==> src/rtl/bag_pkg.sv <==
package bag_pkg;

    localparam int LEN_W  = 8;
    localparam int SIZE_W = 3;
    localparam int LG_W   = 3;

    typedef enum logic [1:0] {
        BK_FIXED = 2'b00,
        BK_INCR  = 2'b01,
        BK_WRAP  = 2'b10,
        BK_ALT   = 2'b11
    } burst_kind_e;

    typedef struct packed {
        burst_kind_e        kind;
        logic [LEN_W-1:0]   left;
    } burst_cfg_t;

    // log2 of the beat count for lengths that may wrap, zero otherwise
    function automatic logic [LG_W-1:0] wrap_lg(input logic [LEN_W-1:0] len);
        case (len)
            LEN_W'(1):  return LG_W'(1);
            LEN_W'(3):  return LG_W'(2);
            LEN_W'(7):  return LG_W'(3);
            LEN_W'(15): return LG_W'(4);
            default:    return LG_W'(0);
        endcase
    endfunction

    // map the raw code onto the three patterns actually generated
    function automatic burst_kind_e resolve_kind(input logic [1:0] code,
                                                 input logic [LEN_W-1:0] len);
        case (code)
            2'b00:   return BK_FIXED;
            2'b10:   return (wrap_lg(len) != '0) ? BK_WRAP : BK_INCR;
            default: return BK_INCR;
        endcase
    endfunction

endpackage

==> src/rtl/bag_mask.sv <==
module bag_mask
    import bag_pkg::*;
#(
    parameter int ADDR_W = 32
) (
    input  logic [SIZE_W-1:0] size,
    input  logic [LG_W-1:0]   lg,
    output logic [ADDR_W-1:0] step,
    output logic [ADDR_W-1:0] wmask
);
    always_comb begin
        step  = ADDR_W'(1) << size;
        wmask = (step << lg) - ADDR_W'(1);
    end
endmodule

==> src/rtl/bag_step.sv <==
module bag_step
    import bag_pkg::*;
#(
    parameter int ADDR_W = 32
) (
    input  logic [ADDR_W-1:0] cur,
    input  burst_kind_e       kind,
    input  logic [ADDR_W-1:0] step,
    input  logic [ADDR_W-1:0] wmask,
    output logic [ADDR_W-1:0] next
);
    logic [ADDR_W-1:0] lin;

    always_comb begin
        lin = (cur & ~(step - ADDR_W'(1))) + step;
        case (kind)
            BK_FIXED: next = cur;
            BK_WRAP:  next = (cur & ~wmask) | (lin & wmask);
            default:  next = lin;
        endcase
    end
endmodule

==> src/rtl/bag_ctrl.sv <==
module bag_ctrl
    import bag_pkg::*;
#(
    parameter int ADDR_W = 32
) (
    input  logic              clk,
    input  logic              rst,
    input  logic              req_valid,
    output logic              req_ready,
    input  logic [ADDR_W-1:0] req_addr,
    input  burst_cfg_t        req_cfg,
    input  logic [ADDR_W-1:0] req_step,
    input  logic [ADDR_W-1:0] req_mask,
    input  logic [ADDR_W-1:0] next_addr,
    output logic [ADDR_W-1:0] cur_addr,
    output burst_kind_e       cur_kind,
    output logic [ADDR_W-1:0] cur_step,
    output logic [ADDR_W-1:0] cur_mask,
    output logic              beat_valid,
    input  logic              beat_ready,
    output logic              beat_last
);
    logic       active;
    burst_cfg_t cfg_q;
    logic       take;
    logic       fire;

    assign req_ready  = !active;
    assign take       = req_valid && !active;
    assign fire       = active && beat_ready;
    assign beat_valid = active;
    assign beat_last  = active && (cfg_q.left == '0);
    assign cur_kind   = cfg_q.kind;

    always_ff @(posedge clk) begin
        if (rst) begin
            active   <= 1'b0;
            cur_addr <= '0;
            cfg_q    <= '{kind: BK_INCR, left: '0};
            cur_step <= '0;
            cur_mask <= '0;
        end else if (take) begin
            active   <= 1'b1;
            cur_addr <= req_addr;
            cfg_q    <= req_cfg;
            cur_step <= req_step;
            cur_mask <= req_mask;
        end else if (fire) begin
            if (cfg_q.left == '0) begin
                active <= 1'b0;
            end else begin
                cur_addr   <= next_addr;
                cfg_q.left <= cfg_q.left - LEN_W'(1);
            end
        end
    end


    ready_closed_chk: assert property (@(posedge clk) disable iff (rst)
        beat_valid |-> !req_ready);


    reopen_chk: assert property (@(posedge clk) disable iff (rst)
        beat_valid && beat_ready && beat_last |=> req_ready && !beat_valid);


    stall_hold_chk: assert property (@(posedge clk) disable iff (rst)
        beat_valid && !beat_ready |=> beat_valid && $stable(cur_addr) && $stable(beat_last));


    single_last_chk: assert property (@(posedge clk) disable iff (rst)
        req_valid && req_ready && (req_cfg.left == '0) |=> beat_last);


    fixed_addr_chk: assert property (@(posedge clk) disable iff (rst)
        fire && !beat_last && (cfg_q.kind == BK_FIXED) |=> $stable(cur_addr));


    wrap_window_chk: assert property (@(posedge clk) disable iff (rst)
        fire && !beat_last && (cfg_q.kind == BK_WRAP)
        |=> ((cur_addr ^ $past(cur_addr)) & ~$past(cur_mask)) == '0);
endmodule

==> src/rtl/burst_addr_gen.sv <==
module burst_addr_gen
    import bag_pkg::*;
#(
    parameter int ADDR_W = 32
) (
    input  logic              clk,
    input  logic              rst,
    input  logic              req_valid,
    output logic              req_ready,
    input  logic [ADDR_W-1:0] req_addr,
    input  logic [1:0]        req_kind,
    input  logic [7:0]        req_len,
    input  logic [2:0]        req_size,
    output logic              beat_valid,
    input  logic              beat_ready,
    output logic [ADDR_W-1:0] beat_addr,
    output logic              beat_last
);
    burst_cfg_t        req_cfg;
    logic [ADDR_W-1:0] req_step, req_mask;
    logic [ADDR_W-1:0] cur_step, cur_mask, next_addr;
    burst_kind_e       cur_kind;

    assign req_cfg = '{kind: resolve_kind(req_kind, req_len), left: req_len};

    bag_mask #(.ADDR_W(ADDR_W)) u_mask (
        .size  (req_size),
        .lg    (wrap_lg(req_len)),
        .step  (req_step),
        .wmask (req_mask)
    );

    bag_step #(.ADDR_W(ADDR_W)) u_step (
        .cur   (beat_addr),
        .kind  (cur_kind),
        .step  (cur_step),
        .wmask (cur_mask),
        .next  (next_addr)
    );

    bag_ctrl #(.ADDR_W(ADDR_W)) u_ctrl (
        .clk        (clk),
        .rst        (rst),
        .req_valid  (req_valid),
        .req_ready  (req_ready),
        .req_addr   (req_addr),
        .req_cfg    (req_cfg),
        .req_step   (req_step),
        .req_mask   (req_mask),
        .next_addr  (next_addr),
        .cur_addr   (beat_addr),
        .cur_kind   (cur_kind),
        .cur_step   (cur_step),
        .cur_mask   (cur_mask),
        .beat_valid (beat_valid),
        .beat_ready (beat_ready),
        .beat_last  (beat_last)
    );
endmodule

==> config.mk <==
export PLATFORM = sky130hd
export DESIGN_NAME = burst_addr_gen
export DESIGN_NICKNAME = d
export VERILOG_FILES = /design/src/rtl/bag_pkg.sv /design/src/rtl/bag_mask.sv /design/src/rtl/bag_step.sv /design/src/rtl/bag_ctrl.sv /design/src/rtl/burst_addr_gen.sv
export SDC_FILE = /design/constraint.sdc
export NUM_CORES = 1
export LEC_CHECK = 0
export ABC_CLOCK_PERIOD_IN_PS = 4700
export BUFFER_PORTS_ARGS = -buffer_cell sky130_fd_sc_hd__buf_2
export CAP_MARGIN = 15
export CORE_MARGIN = 5
export CORE_UTILIZATION = 40
export CTS_CLUSTER_DIAMETER = 150
export CTS_CLUSTER_SIZE = 8
export DETAILED_ROUTE_END_ITERATION = 10
export GPL_ROUTABILITY_DRIVEN = 0
export SETUP_SLACK_MARGIN = 0.4
export SLEW_MARGIN = 0
export SYNTH_ARGS = -nofsm -noshare
export SYNTH_HDL_FRONTEND = slang
export SYNTH_HIERARCHICAL = 1
export SYNTH_SLANG_ARGS = --single-unit
export TNS_END_PERCENT = 10
==> constraint.sdc <==
create_clock -name clk -period 4.7 [get_ports clk]
set_input_delay 0.94 -clock clk [delete_from_list [all_inputs] [get_ports clk]]
set_output_delay 0.94 -clock clk [all_outputs]
set_load 0.01 [all_outputs]
* Word-level counts from Yosys, hierarchy flattened
Cells that the tools add are included.
** Word-level totals
- Flip-flop bits (word level) :: 107
- Latch bits :: 0
- RAM bits :: 0
- ROM bits :: 0
- Memories :: 0
** Cells by class
- Add/sub/neg operators :: 4
- Multipliers :: 0
- Divide/modulo/power cells :: 0
- Order comparisons :: 0
- Equal/unequal tests :: 8
- Shift-type cells :: 2
- Mux-type cells :: 14
- Bitwise operators :: 6
- Reduce and logical (&&, ||, !) cells :: 13
** Operators with widths (number)
- $and A32 B32 Y32 :: 3
- $mux W32 :: 3
- $not A32 Y32 :: 2
- $pmux W32 S2 :: 1
- $sub A32 B1 Y32 const B :: 2
- $add A32 B32 Y32 :: 1
- $or A32 B32 Y32 :: 1
- $shl A1 B3 Y32 const A :: 1
- $shl A32 B3 Y32 :: 1
- $mux W8 :: 3
- $pmux W3 S4 :: 1
- $eq A8 B1 Y1 const B :: 1
- $eq A8 B2 Y1 const B :: 1
- $eq A8 B3 Y1 const B :: 1
- $eq A8 B4 Y1 const B :: 1
- $logic_not A8 Y1 :: 1
- $sub A8 B1 Y8 const B :: 1
- $eq A2 B2 Y1 const B :: 2
- $logic_not A2 Y1 :: 2
- $ne A2 B1 Y1 const B :: 2
- $pmux W2 S2 :: 1
- $reduce_and A2 Y1 :: 2
- $reduce_bool A2 Y1 :: 2
- $logic_and A1 B1 Y1 :: 3
- other kinds (6) :: 8

* Logic depth before layout (Yosys ltp)
Gate-level depths: netlist of run 1.
- Depth after elaboration :: 10
- Gate-level depth with buffers :: 23
- Depth with buffers taken out :: 21

* Modules after synthesis
Netlist of run 1, hierarchy kept.
** Modules (own cells, without submodules)
- bag_ctrl :: times used 1, cells an instance 504, area an instance 4252.8 um^2, seq. area each 2142.1 um^2
- bag_step :: times used 1, cells an instance 457, area an instance 2949.1 um^2, seq. area each 0.0 um^2
- bag_mask :: times used 1, cells an instance 143, area an instance 988.4 um^2, seq. area each 0.0 um^2
- burst_addr_gen :: times used 1, cells an instance 12, area an instance 87.6 um^2, seq. area each 0.0 um^2

* Worst setup path after synthesis of run 1
OpenSTA, ideal clock, no wires.
- Kind :: reg2reg
- Start :: reg u_ctrl.cur_step[0]
- End :: reg u_ctrl.cur_addr[29]
- Arrival :: 4304 ps
- Data required time :: 4614 ps
- Path slack :: 311 ps
- Cell stages (with the launch flop) :: 23
- Buffers on the path :: 2
- Period minus slack after synthesis :: 4389 ps
- Cells stage by stage :: dfxtp_1 > buf_6 > inv_1 > ha_1 > or3b_1 > nor4_4 > and3_1 > buf_2 > nor2b_1 > xnor2_1 > and2_1 > ha_1 > and3_1 > and3_1 > a21oi_1 > o21ai_0 > a21oi_1 > nand2_1 > a221oi_1 > xor2_1 > o21ai_0 > mux2i_1 > a211oi_1
** On the way
- Longest elaborated chain between the ends :: 10
** RTL lines
- start: declaration :: line bag_ctrl.sv:17 : output logic [ADDR_W-1:0] cur_step,
- start signal: assignment :: line bag_ctrl.sv:46 : cur_step <= req_step;
- $sub A32 B1 Y32 :: line bag_step.sv:15 : lin = (cur & ~(step - ADDR_W'(1))) + step;
- $not A32 Y32 :: line bag_step.sv:15
- $and A32 B32 Y32 :: line bag_step.sv:15
- $add A32 B32 Y32 (*) :: line bag_step.sv:15
- $and A32 B32 Y32 :: line bag_step.sv:18 : BK_WRAP: next = (cur & ~wmask) | (lin & wmask);
- $or A32 B32 Y32 :: line bag_step.sv:18
- $pmux W32 S2 (*) :: line bag_step.sv:16 : case (kind)
- named net next_addr[29] :: line burst_addr_gen.sv:21 : logic [ADDR_W-1:0] cur_step, cur_mask, next_addr;
- $mux W32 (*) :: line bag_ctrl.sv:49 : if (cfg_q.left == '0) begin
- $mux W32 (*) :: line bag_ctrl.sv:48 : end else if (fire) begin
- $mux W32 (*) :: line bag_ctrl.sv:42 : end else if (take) begin
- end signal: assignment :: line bag_ctrl.sv:44 : cur_addr <= req_addr;
- end signal: assignment :: line bag_ctrl.sv:52 : cur_addr <= next_addr;
- end: declaration :: line bag_ctrl.sv:15 : output logic [ADDR_W-1:0] cur_addr,
Mark *: on every way through the listed nets, which the timed path passes. The rest lies on a longest branch. The select of a mux whose other input is x is not followed.
A chain may end at the register's enable or synchronous reset.

* Final worst setup path of run 1
- Start :: reg u_ctrl.cur_step[1]
- End :: reg u_ctrl.cur_addr[29]
The elaborated chain is that of the path after synthesis.

==> results of run 1 <==
==> layer usage <==
| metal | wire (um) | share of wire (%) | vias up | track usage (%) |
|---|---|---|---|---|
| met5 | 0 | 0 | - | 0 |
| met4 | 292 | 1.2 | 0 | 4.79 |
| met3 | 869 | 3.7 | 21 | 2.36 |
| met2 | 10700 | 46 | 186 | 30.4 |
| met1 | 11600 | 50 | 3813 | 27.8 |
| li1 | - | - | 4052 | - |
==> worst max-delay path, cell delays in order (launching register included) <==
cell,delay [ns]
dfxtp_1,0.32
buf_4,0.16
or4_4,0.61
nor4_4,0.27
nand2_2,0.14
or3_1,0.31
and3_1,0.17
ha_1,0.33
and2_0,0.20
and3_1,0.22
a21oi_1,0.17
o21ai_2,0.10
a21oi_2,0.20
nand2_1,0.10
a221oi_2,0.31
xor2_1,0.19
o21ai_1,0.07
mux2i_1,0.13
a211oi_1,0.08
==> sequential cells by signal, summed over array words and instances, names as in the netlist <==
name / cells
u_ctrl/cur_mask: 32
u_ctrl/cfg_q: 8
u_ctrl/cur_step: 32
u_ctrl/beat_valid: 1
u_ctrl/cur_kind: 2
u_ctrl/cur_addr: 32
==> placed cells by master (no fill, tap or decap), types with 6 or more instances in the layout <==
| cell type | Yosys | routed |
|---|---|---|
| a21oi_2 | 1 | 6 |
| nand2_1 | 190 | 188 |
| a21o_1 | 10 | 10 |
| nand3_1 | 18 | 18 |
| nor3b_1 | 7 | 6 |
| buf_4 | 37 | 33 |
| buf_2 | 17 | 82 |
| nand3b_1 | 7 | 7 |
| clkbuf_16 | 0 | 9 |
| xor2_1 | 17 | 17 |
| a211oi_1 | 36 | 36 |
| nor3_1 | 55 | 54 |
| nand2b_1 | 8 | 7 |
| o21ai_1 | 4 | 6 |
| o21a_1 | 7 | 7 |
| and2_1 | 19 | 19 |
| conb_1 | 1 | 33 |
| o22ai_1 | 7 | 7 |
| o21ai_0 | 41 | 36 |
| nand4_1 | 6 | 6 |
| a31oi_1 | 13 | 13 |
| xnor2_1 | 22 | 22 |
| dfxtp_1 | 107 | 105 |
| ha_1 | 21 | 20 |
| a21oi_1 | 138 | 130 |
| mux2i_1 | 34 | 34 |
| nor2_1 | 66 | 64 |
| inv_1 | 24 | 22 |
| and3_1 | 20 | 18 |
| o31ai_1 | 12 | 10 |
==> where the power goes <==
part / total [mW] / switching [mW] / internal, mW
registers: 1.08 / 0.103 / 0.978
logic: 0.804 / 0.472 / 0.332
clock network: 0.810 / 0.381 / 0.429
total: 2.69 / 0.956 / 1.74
==> area by class of cell <==
| cell class | count | area, um^2 | area share, % |
|---|---|---|---|
| clock buffers | 10 | 239 | 2.59 |
| clock inverters | 6 | 63.8 | 0.692 |
| inverters | 24 | 90.1 | 0.976 |
| multi-input cells | 910 | 5690 | 61.7 |
| flip-flops and latches | 107 | 2140 | 23.2 |
| well taps | 270 | 338 | 3.66 |
| repair buffers | 115 | 658 | 7.13 |
==> kinds of logic (layout without fill, tap and decap cells) <==
kind of cell / Yosys count / after routing / share of synthesized area [%]
other: 1 / 33 / 0.0453
AND/OR/NAND/NOR: 449 / 449 / 27.1
buffers and inverters: 131 / 155 / 8.87
AO/OA/AOI/OAI: 327 / 327 / 25.7
XOR/XNOR: 40 / 40 / 4.32
multiplexers: 39 / 39 / 4.79
flip-flops: 107 / 107 / 25.9
adder cells (fa/ha/maj): 22 / 22 / 3.31
==> timing repair <==
action | CTS | global route
pin swaps | 2 | 12
setup endpoints to repair | 2 | 11
buffers inserted | 1 | 4
endpoints found under the hold margin | 0 | 0
gates resized for setup | 6 | 32
==> final timing paths <==
path | depth (start not counted) | slack [ns] | startpoint | end
worst min-delay path | 2 | 0.46 | u_ctrl/cur_mask[27]$_SDFFE_PP0N_ | u_ctrl/cur_mask[27]$_SDFFE_PP0N_
worst max-delay path | 18 | 0.45 | u_ctrl/cur_step[1]$_SDFFE_PP0N_ | u_ctrl/cur_addr[29]$_SDFFE_PP0P_
worst min register to register | 2 | 0.46 | u_ctrl/cur_mask[27]$_SDFFE_PP0N_ | u_ctrl/cur_mask[27]$_SDFFE_PP0N_
worst max register to register | 18 | 0.45 | u_ctrl/cur_step[1]$_SDFFE_PP0N_ | u_ctrl/cur_addr[29]$_SDFFE_PP0P_
==> results_dict.tcl, run 1 <==
set metrics [dict create \
    outcome "completed" \
    syn_inst 1116 \
    grt_use_total_pct 19.2 \
    postRouteAntennaNets 0 \
    start_util_pct 40.8 \
    nFillCells 2105 \
    dpl.hpwl_um 16400 \
    rsz0062_at_grt "true" \
    drcViolationCount 0 \
    htree_levels 3 \
    die_y_um 154 \
    max_slew_margin_pct 40.9 \
    place_area_um2 8750 \
    arrival_ns 4.46 \
    drive_gt1_share_pct 18.3 \
    fin_util_pct 45.5 \
    clock_latency_ns 0.36 \
    path_class "reg2reg" \
    hold_violations 0 \
    clk_pin_slew_ns 0.07 \
    dominantRegCellSynth "dfxtp_1" \
    num_rows 52 \
    wl_per_cell_um 16.3 \
    cap_violations 0 \
    synth_area_um2 8280 \
    dieArea_um2 23700 \
    ys_types 94 \
    drt-total-wl_um 23400 \
    die_x_um 154 \
    firstDrtPassIters 5 \
    port_buffers 83 \
    ir_drop_mv 0.155 \
    yosys_register_bits 107 \
    first_iter_violations 768 \
    core-area_um2 20300 \
    via_per_inst 5.60 \
    clkSinkCount 107 \
    fin_ws_ns 0.447 \
    slew_viol_final 0 \
    grt_pass1_vias 7362 \
    clockRootBuffer "clkbuf_16" \
    syn_to_final_growth_pct 11.5 \
    ys_warn_count 6 \
    crit_path_max_fanout 7 \
    place_inst 1421 \
    ys_seq_area_share_pct 25.9 \
    diodes 0 \
    critPathLaunchType "register" \
    async_reset_ff_share_pct 0 \
    cp-end-kind "register" \
    max_freq_mhz 235 \
    avgSynthCellArea_um2 7.42 \
    place_ws_ns 0.244 \
    grt.overflow.total 0 \
    antenna_found_initial 0 \
    ios 84 \
    yosysTopAreaCell "dfxtp_1" \
    yosys-top-cells-count "190 x nand2_1, 138 x a21oi_1, 107 x dfxtp_1, 66 x nor2_1, 55 x nor3_1" \
    worstHoldPathType "reg2reg" \
    timing.final.crit_share_pct 90.5 \
    synth_most_common_cell "nand2_1" \
    worstMarginPinSlew_ns 0.887 \
    cellPowerDensity_nw_per_um2 292 \
    ys_top_cells_by_area "dfxtp_1 26%, nand2_1 8.6%, a21oi_1 8.3%" \
    setup_tns_ns 0 \
    period_needed_ns 4.25 \
    required_ns 4.91 \
    fin_nets 1237 \
    fin_cells 1442 \
    clock-skew-final_ns 0.00631 \
    ctsHoldBuffers 0 \
    setup_violations 0 \
    synth-edff-count 0 \
    clock_path_buffers 2 \
    vias 8072 \
    grt_pass1_wl_um 38400 \
    postLayoutCellArea_um2 9230 \
    grt_max_degree 79 \
    p_total_mw 2.69 \
    synth_top_area_share_pct 25.9 \
    p_leak_nw 3.72 \
    cts_buffers 9 \
    whs_ns 0.456 \
    cts_tree "done" \
]
(Power assumes the default switching activity.)
==> run 2: changes to the inputs <==
--- a/config.mk
+++ b/config.mk
@@ -5,6 +5,7 @@
 export SDC_FILE = /design/constraint.sdc
 export NUM_CORES = 1
 export LEC_CHECK = 0
+export ABC_AREA = 1
 export ABC_CLOCK_PERIOD_IN_PS = 4700
 export BUFFER_PORTS_ARGS = -buffer_cell sky130_fd_sc_hd__buf_2
 export CAP_MARGIN = 15
@@ -13,7 +14,6 @@
 export CTS_CLUSTER_DIAMETER = 150
 export CTS_CLUSTER_SIZE = 8
 export DETAILED_ROUTE_END_ITERATION = 10
-export GPL_ROUTABILITY_DRIVEN = 0
 export SETUP_SLACK_MARGIN = 0.4
 export SLEW_MARGIN = 0
 export SYNTH_ARGS = -nofsm -noshare
==> run 2 against run 1 <==
Via count rose by 29%. Largest power group is now combinational cells. Combinational power increased by 89%. Critical path depth is 11 higher. Core utilization down 2.4 points. Fmax increased by 8.1%. Wire length grew 33%. Largest cell class unchanged.
==> results_dict.tcl, run 2 <==
set metrics [dict create \
    p_leak_nw 5.15 \
    setup_tns_ns 0 \
    start_util_pct 40.2 \
    vias 10400 \
    first_iter_violations 817 \
    clockRootBuffer "clkbuf_16" \
    max_slew_margin_pct 31.3 \
    clock_latency_ns 0.36 \
    async_reset_ff_share_pct 0 \
    clkSinkCount 107 \
    cp-end-kind "register" \
    synth_most_common_cell "nand2_1" \
    htree_levels 3 \
    via_per_inst 5.06 \
    cp-startpoint "u_ctrl/cur_step[0]$_SDFFE_PP0N_" \
    outcome "completed" \
    ctsHoldBuffers 0 \
    most-common-layout-cells "432 x nand2_1, 359 x nor2_1, 142 x inv_1" \
    grt_use_total_pct 23.2 \
    drive_gt1_share_pct 12.8 \
    arrival_ns 4.19 \
    critPathLaunchType "register" \
    slew_viol_final 0 \
    fin_ws_ns 0.767 \
    postRouteAntennaNets 0 \
    grt_max_degree 105 \
    ys_top_cells_by_area "dfxtp_1 22%, nand2_1 17%, nor2_1 14%" \
    gp_congestion 0.961 \
    port_buffers 83 \
    ys_types 56 \
    yosysTopAreaCell "dfxtp_1" \
    fin_cells 2056 \
    drcViolationCount 0 \
    fin_util_pct 43.0 \
    clock-skew-final_ns 0.0118 \
    timing.final.crit_share_pct 83.7 \
    dominantRegCellSynth "dfxtp_1" \
    max_freq_mhz 254 \
    r2r-start "u_ctrl/cur_step[0]$_SDFFE_PP0N_" \
    clock_path_buffers 2 \
    firstDrtPassIters 7 \
    setup_violations 0 \
    antenna_found_initial 0 \
    worstHoldPathType "reg2reg" \
    worstRegToRegCells 29 \
    syn_inst 1684 \
    clk_pin_slew_ns 0.08 \
    synth_top_area_share_pct 22.1 \
    ios 84 \
    die_x_um 166 \
    rsz0062_at_grt "false" \
    path_class "reg2reg" \
    reg_top3 "u_ctrl/cur_addr (32), u_ctrl/cur_mask (32), u_ctrl/cur_step (32)" \
    drt-total-wl_um 31300 \
    synth_area_um2 9680 \
    cap_violations 0 \
    cpMostUsedCell "nand2_1" \
    required_ns 4.96 \
    cp_slowest_cell "ha_1" \
    grt.overflow.total 0 \
    cts_buffers 9 \
    avgSynthCellArea_um2 5.75 \
    place_ws_ns 0.755 \
    crit_path_max_fanout 9 \
    grt_pass1_wl_um 50500 \
    fin_nets 1798 \
    syn_to_final_growth_pct 7.17 \
    ys_seq_area_share_pct 22.1 \
    r2r_setup_slack_ns 0.77 \
    core-area_um2 24100 \
    dpl.hpwl_um 23800 \
    place_inst 2041 \
    grt_pass1_vias 9577 \
    wl_per_cell_um 15.2 \
    dieArea_um2 27400 \
    layout_commonest_cell "nand2_1" \
    num_rows 57 \
    yosys-top-cells-count "432 x nand2_1, 360 x nor2_1, 142 x inv_1, 140 x o21ai_0, 120 x nand3_1" \
    critPathMaxStageDelay_ns 0.35 \
    endpoint "u_ctrl/cur_addr[31]$_SDFFE_PP0P_" \
    synth-edff-count 0 \
    ir_drop_mv 0.188 \
    hold_violations 0 \
    regToRegEndpoint "u_ctrl/cur_addr[31]$_SDFFE_PP0P_" \
    worstMarginPinSlew_ns 1.03 \
    ys_warn_count 6 \
    die_y_um 166 \
    cts_tree "done" \
    yosys_register_bits 107 \
    period_needed_ns 3.93 \
    cellPowerDensity_nw_per_um2 343 \
    hp-start "u_ctrl/cfg_q[0]$_SDFFE_PP0P_" \
]
-- run 2: changes by cell type in the layout (fill, tap and decap cells not counted), sizes merged, moves of 18 or more --
cell    delta
a21oi     -91
nand4     +24
nand3    +112
buf       -20
xnor2     -18
and3      -22
and2      -18
a211oi    -36
mux2i     -33
inv      +134
o21ai    +110
nand2    +276
nor3      -43
nor2     +322
-- run 2: critical path: cells and delay by family (launching register included) --
kind / cells / cell delay (ns)
compound gates: 3 / 0.40
buf+inv: 4 / 0.39
flops: 1 / 0.34
fa+ha+maj: 2 / 0.59
simple gates: 20 / 2.12
-- run 2: final cells by class --
class / instances / area, um^2
Inverter: 160 / 607
Multi-Input combinational cell: 1355 / 6420
Tap cell: 324 / 405
Clock buffer: 10 / 229
Fill cell: 2681 / 13700
Antenna cell: 1 / 2.50
Sequential cell: 107 / 2140
Clock inverter: 4 / 52.6
Timing Repair Buffer: 95 / 522
-- run 2: worst min-delay path by stage --
stage	to	slack, ns	cells past startpoint
finish	u_ctrl/cfg_q[0]$_SDFFE_PP0P_	0.48	2
global route	u_ctrl/cur_mask[0]$_SDFFE_PP0N_	0.51	2
global placement	u_ctrl/cur_mask[1]$_SDFFE_PP0N_	0.47	2
floorplan	u_ctrl/cur_kind[0]$_SDFFE_PP1N_	0.44	2
CTS	u_ctrl/cfg_q[0]$_SDFFE_PP0P_	0.49	2
detailed placement	u_ctrl/cur_mask[18]$_SDFFE_PP0N_	0.47	2
-- run 2: power breakdown --
group,internal (mW),switching (mW)
Combinational,0.530,0.995
Clock,0.411,0.369
Sequential,1.04,0.208
-- run 2: what timing repair did --
| item | in CTS | in global routing |
|---|---|---|
| endpoints found under the setup margin | 0 | 3 |
| setup buffers | 0 | 0 |
| resized for setup | 0 | 2 |
-- run 2: through the flow --
stage	hold WS, ns	power [mW]	instance area [um^2]
global route	0.512	3.85	10400
detailed placement	0.472	2.79	10100
finish	0.484	3.56	10400
CTS	0.488	3.58	10400
global placement	0.467	2.77	10100
floorplan	0.443	2.39	9800
-- run 2: metal layers --
metal / up-vias / share of wire, % / track usage [%]
met4: 0 / 2.1 / 6.71
met5: - / 0 / 0
met1: 4703 / 48 / 32.4
li1: 5392 / - / -
met3: 41 / 5.3 / 3.00
met2: 268 / 45 / 37.5
-- run 2: cell families (layout without fill, tap and decap cells) --
| group | after synthesis | count (layout) | synth area share, % |
|---|---|---|---|
| compound gates | 235 | 235 | 13.2 |
| xor+xnor | 16 | 16 | 1.45 |
| fa+ha+maj | 21 | 21 | 2.71 |
| buf+inv | 254 | 269 | 12.9 |
| flops | 107 | 107 | 22.1 |
| mux | 1 | 1 | 0.103 |
| other cells | 1 | 34 | 0.0387 |
| simple gates | 1049 | 1049 | 47.4 |
==> run 3: changes to the inputs <==
--- a/config.mk
+++ b/config.mk
@@ -6,7 +6,7 @@
 export NUM_CORES = 1
 export LEC_CHECK = 0
 export ABC_AREA = 1
-export ABC_CLOCK_PERIOD_IN_PS = 4700
+export ABC_CLOCK_PERIOD_IN_PS = 4000
 export BUFFER_PORTS_ARGS = -buffer_cell sky130_fd_sc_hd__buf_2
 export CAP_MARGIN = 15
 export CORE_MARGIN = 5
==> constraint.sdc (replaced) <==
create_clock -name clk -period 4 [get_ports clk]
set_input_delay 0.8 -clock clk [delete_from_list [all_inputs] [get_ports clk]]
set_output_delay 0.8 -clock clk [all_outputs]
set_load 0.01 [all_outputs]
==> run 3 against run 2 <==
Wire length grew 0.49%. Highest routed layer unchanged. Combinational power grew 26%. Cell count grew 1.1%. Design area grew 4.1%. Setup slack lost 0.21 ns. Total power grew 22%.
==> results_dict.tcl, run 3 (same netlist as run 2, synthesis figures left out) <==
set metrics [dict create \
    diodes 0 \
    path_class "reg2reg" \
    seqPwrFrac_pct 34.0 \
    arrival_ns 3.70 \
    die_x_um 166 \
    wl_per_cell_um 15.1 \
    clkSinkCount 107 \
    fin_nets 1820 \
    clock_power_share_pct 22.2 \
    clk_pin_slew_ns 0.08 \
    ios 84 \
    die_y_um 166 \
    drive_gt1_share_pct 16.9 \
    timing.final.crit_share_pct 86.2 \
    holdPathStages 2 \
    clock-skew-final_ns 0.00947 \
    vias 10400 \
    swShare_pct 44.4 \
    htree_levels 3 \
    clockRootBuffer "clkbuf_16" \
    p_int_mw 2.42 \
    syn_to_final_growth_pct 11.6 \
    start_util_pct 40.2 \
    outcome "completed" \
    worstMarginPinSlew_ns 0.716 \
    firstDrtPassIters 6 \
    gp_congestion 0.930 \
    first_iter_violations 717 \
    dpl.hpwl_um 24200 \
    port_buffers 83 \
    postRouteAntennaNets 0 \
    p_total_mw 4.35 \
    num_rows 57 \
    grt_pass1_wl_um 50700 \
    setup_violations 0 \
    critPathMaxStageDelay_ns 0.39 \
    cp_slowest_cell "ha_1" \
    max_freq_mhz 290 \
    clock_path_buffers 2 \
    rsz0062_at_grt "true" \
    power_switching_mw 1.94 \
    reg_top3 "u_ctrl/cur_addr (32), u_ctrl/cur_mask (32), u_ctrl/cur_step (32)" \
    crit_path_max_fanout 5 \
    hold_violations 0 \
    core-area_um2 24100 \
    most-common-layout-cells "425 x nand2_1, 343 x nor2_1, 139 x inv_1" \
    hp-start "u_ctrl/cfg_q[0]$_SDFFE_PP0P_" \
    cp-startpoint "u_ctrl/cur_step[0]$_SDFFE_PP0N_" \
    r2r_setup_slack_ns 0.55 \
    holdPathEnd "u_ctrl/cfg_q[0]$_SDFFE_PP0P_" \
    setup_tns_ns 0 \
    grt_use_total_pct 23.2 \
    grt.overflow.total 0 \
    required_ns 4.26 \
    via_per_inst 5.02 \
    max_slew_margin_pct 52.3 \
    regToRegEndpoint "u_ctrl/cur_addr[30]$_SDFFE_PP0P_" \
    cpMostUsedCell "nand2_1" \
    worstRegToRegCells 29 \
    cts_buffers 9 \
    period_needed_ns 3.45 \
    grt_max_degree 64 \
    cap_violations 0 \
    fin_ws_ns 0.554 \
    ir_drop_mv 0.299 \
    combPwrFrac_pct 43.8 \
    cts_tree "done" \
    clock_latency_ns 0.37 \
    nFillCells 2724 \
    slew_viol_final 0 \
    critPathLaunchType "register" \
    whs_ns 0.485 \
    grt_pass1_vias 9666 \
    drcViolationCount 0 \
    p_leak_nw 5.30 \
    dieArea_um2 27400 \
    worstHoldPathType "reg2reg" \
    r2r-start "u_ctrl/cur_step[0]$_SDFFE_PP0N_" \
    layout_commonest_cell "nand2_1" \
    place_ws_ns 0.192 \
    drt-total-wl_um 31400 \
    cp-end-kind "register" \
    cellPowerDensity_nw_per_um2 403 \
    antenna_found_initial 0 \
]
## run 3: cell count changes in the layout (fill, tap and decap cells not counted), moves of 7 or more
cell / before / now
nand2_1: 432 / 425
nor2_1: 359 / 343
o21ai_1: 15 / 23
dfxtp_2: 0 / 9
dfxtp_1: 107 / 97
nor2_4: 7 / 19
o21ai_0: 140 / 132
buf_4: 10 / 32
## run 3: how the worst max path moves through the flow
stage / end / slack, ns / cells past startpoint
2_1_floorplan: u_ctrl/cur_addr[29]$_SDFFE_PP0P_ / 0.72 / 27
3_3_place_gp: u_ctrl/cur_addr[25]$_SDFFE_PP0P_ / 0.24 / 27
3_5_place_dp: u_ctrl/cur_addr[25]$_SDFFE_PP0P_ / 0.19 / 27
4_1_cts: u_ctrl/cur_addr[30]$_SDFFE_PP0P_ / 0.36 / 29
5_1_grt: u_ctrl/cur_addr[25]$_SDFFE_PP0P_ / 0.31 / 27
6_report: u_ctrl/cur_addr[30]$_SDFFE_PP0P_ / 0.55 / 29
## run 3: metrics by stage
stage	cells	utilization, %	area (um^2)
5_1_grt	2079	44.8	10800
3_5_place_dp	2050	42.2	10200
3_3_place_gp	2050	42.2	10200
6_report	2079	44.8	10800
2_1_floorplan	1716	-	9800
4_1_cts	2066	43.6	10500
## run 3: final cells by class
cell class	instances	area, um^2	area share, %
clock buffers	9	225	2.08
clock inverters	7	82.6	0.764
inverters	160	612	5.66
multi-input cells	1355	6630	61.3
flip-flops and latches	107	2160	20.0
well taps	324	405	3.75
repair buffers	117	696	6.44
## run 3: timing repair
item                                    in CTS  in global routing
gates resized for setup                      8                 71
pin swaps                                    1                 24
endpoints found under the setup margin      10                 13
buffers inserted                             0                 13
hold buffers                                 0                  0
## run 3: critical path, delay by kind of cell (launching register included)
kind / cells / cell delay [ns]
AOI/OAI and AO/OA: 3 / 0.39
adders and majority gates: 2 / 0.54
buffers and inverters: 4 / 0.28
DFF: 1 / 0.37
and+or+nand+nor: 20 / 1.75
## run 3: power by group through the flow
stage                     registers [mW]  clock network (mW)  logic (mW)
after floorplan                     1.44                   0        1.37
after global placement              1.49                   0        1.78
after detailed placement            1.50                   0        1.80
after CTS                           1.47               0.988        1.81
after global routing                1.51                1.03        2.17
final                               1.48               0.967        1.91
## run 3: layer usage
layer  GRT usage (%)  up-vias  share of wire (%)
li1                -     5437                  -
met1            31.8     4770                 48
met2            39.0      200                 47
met3            2.76       31                3.5
met4            5.51        0                1.6
met5               0        -                  0
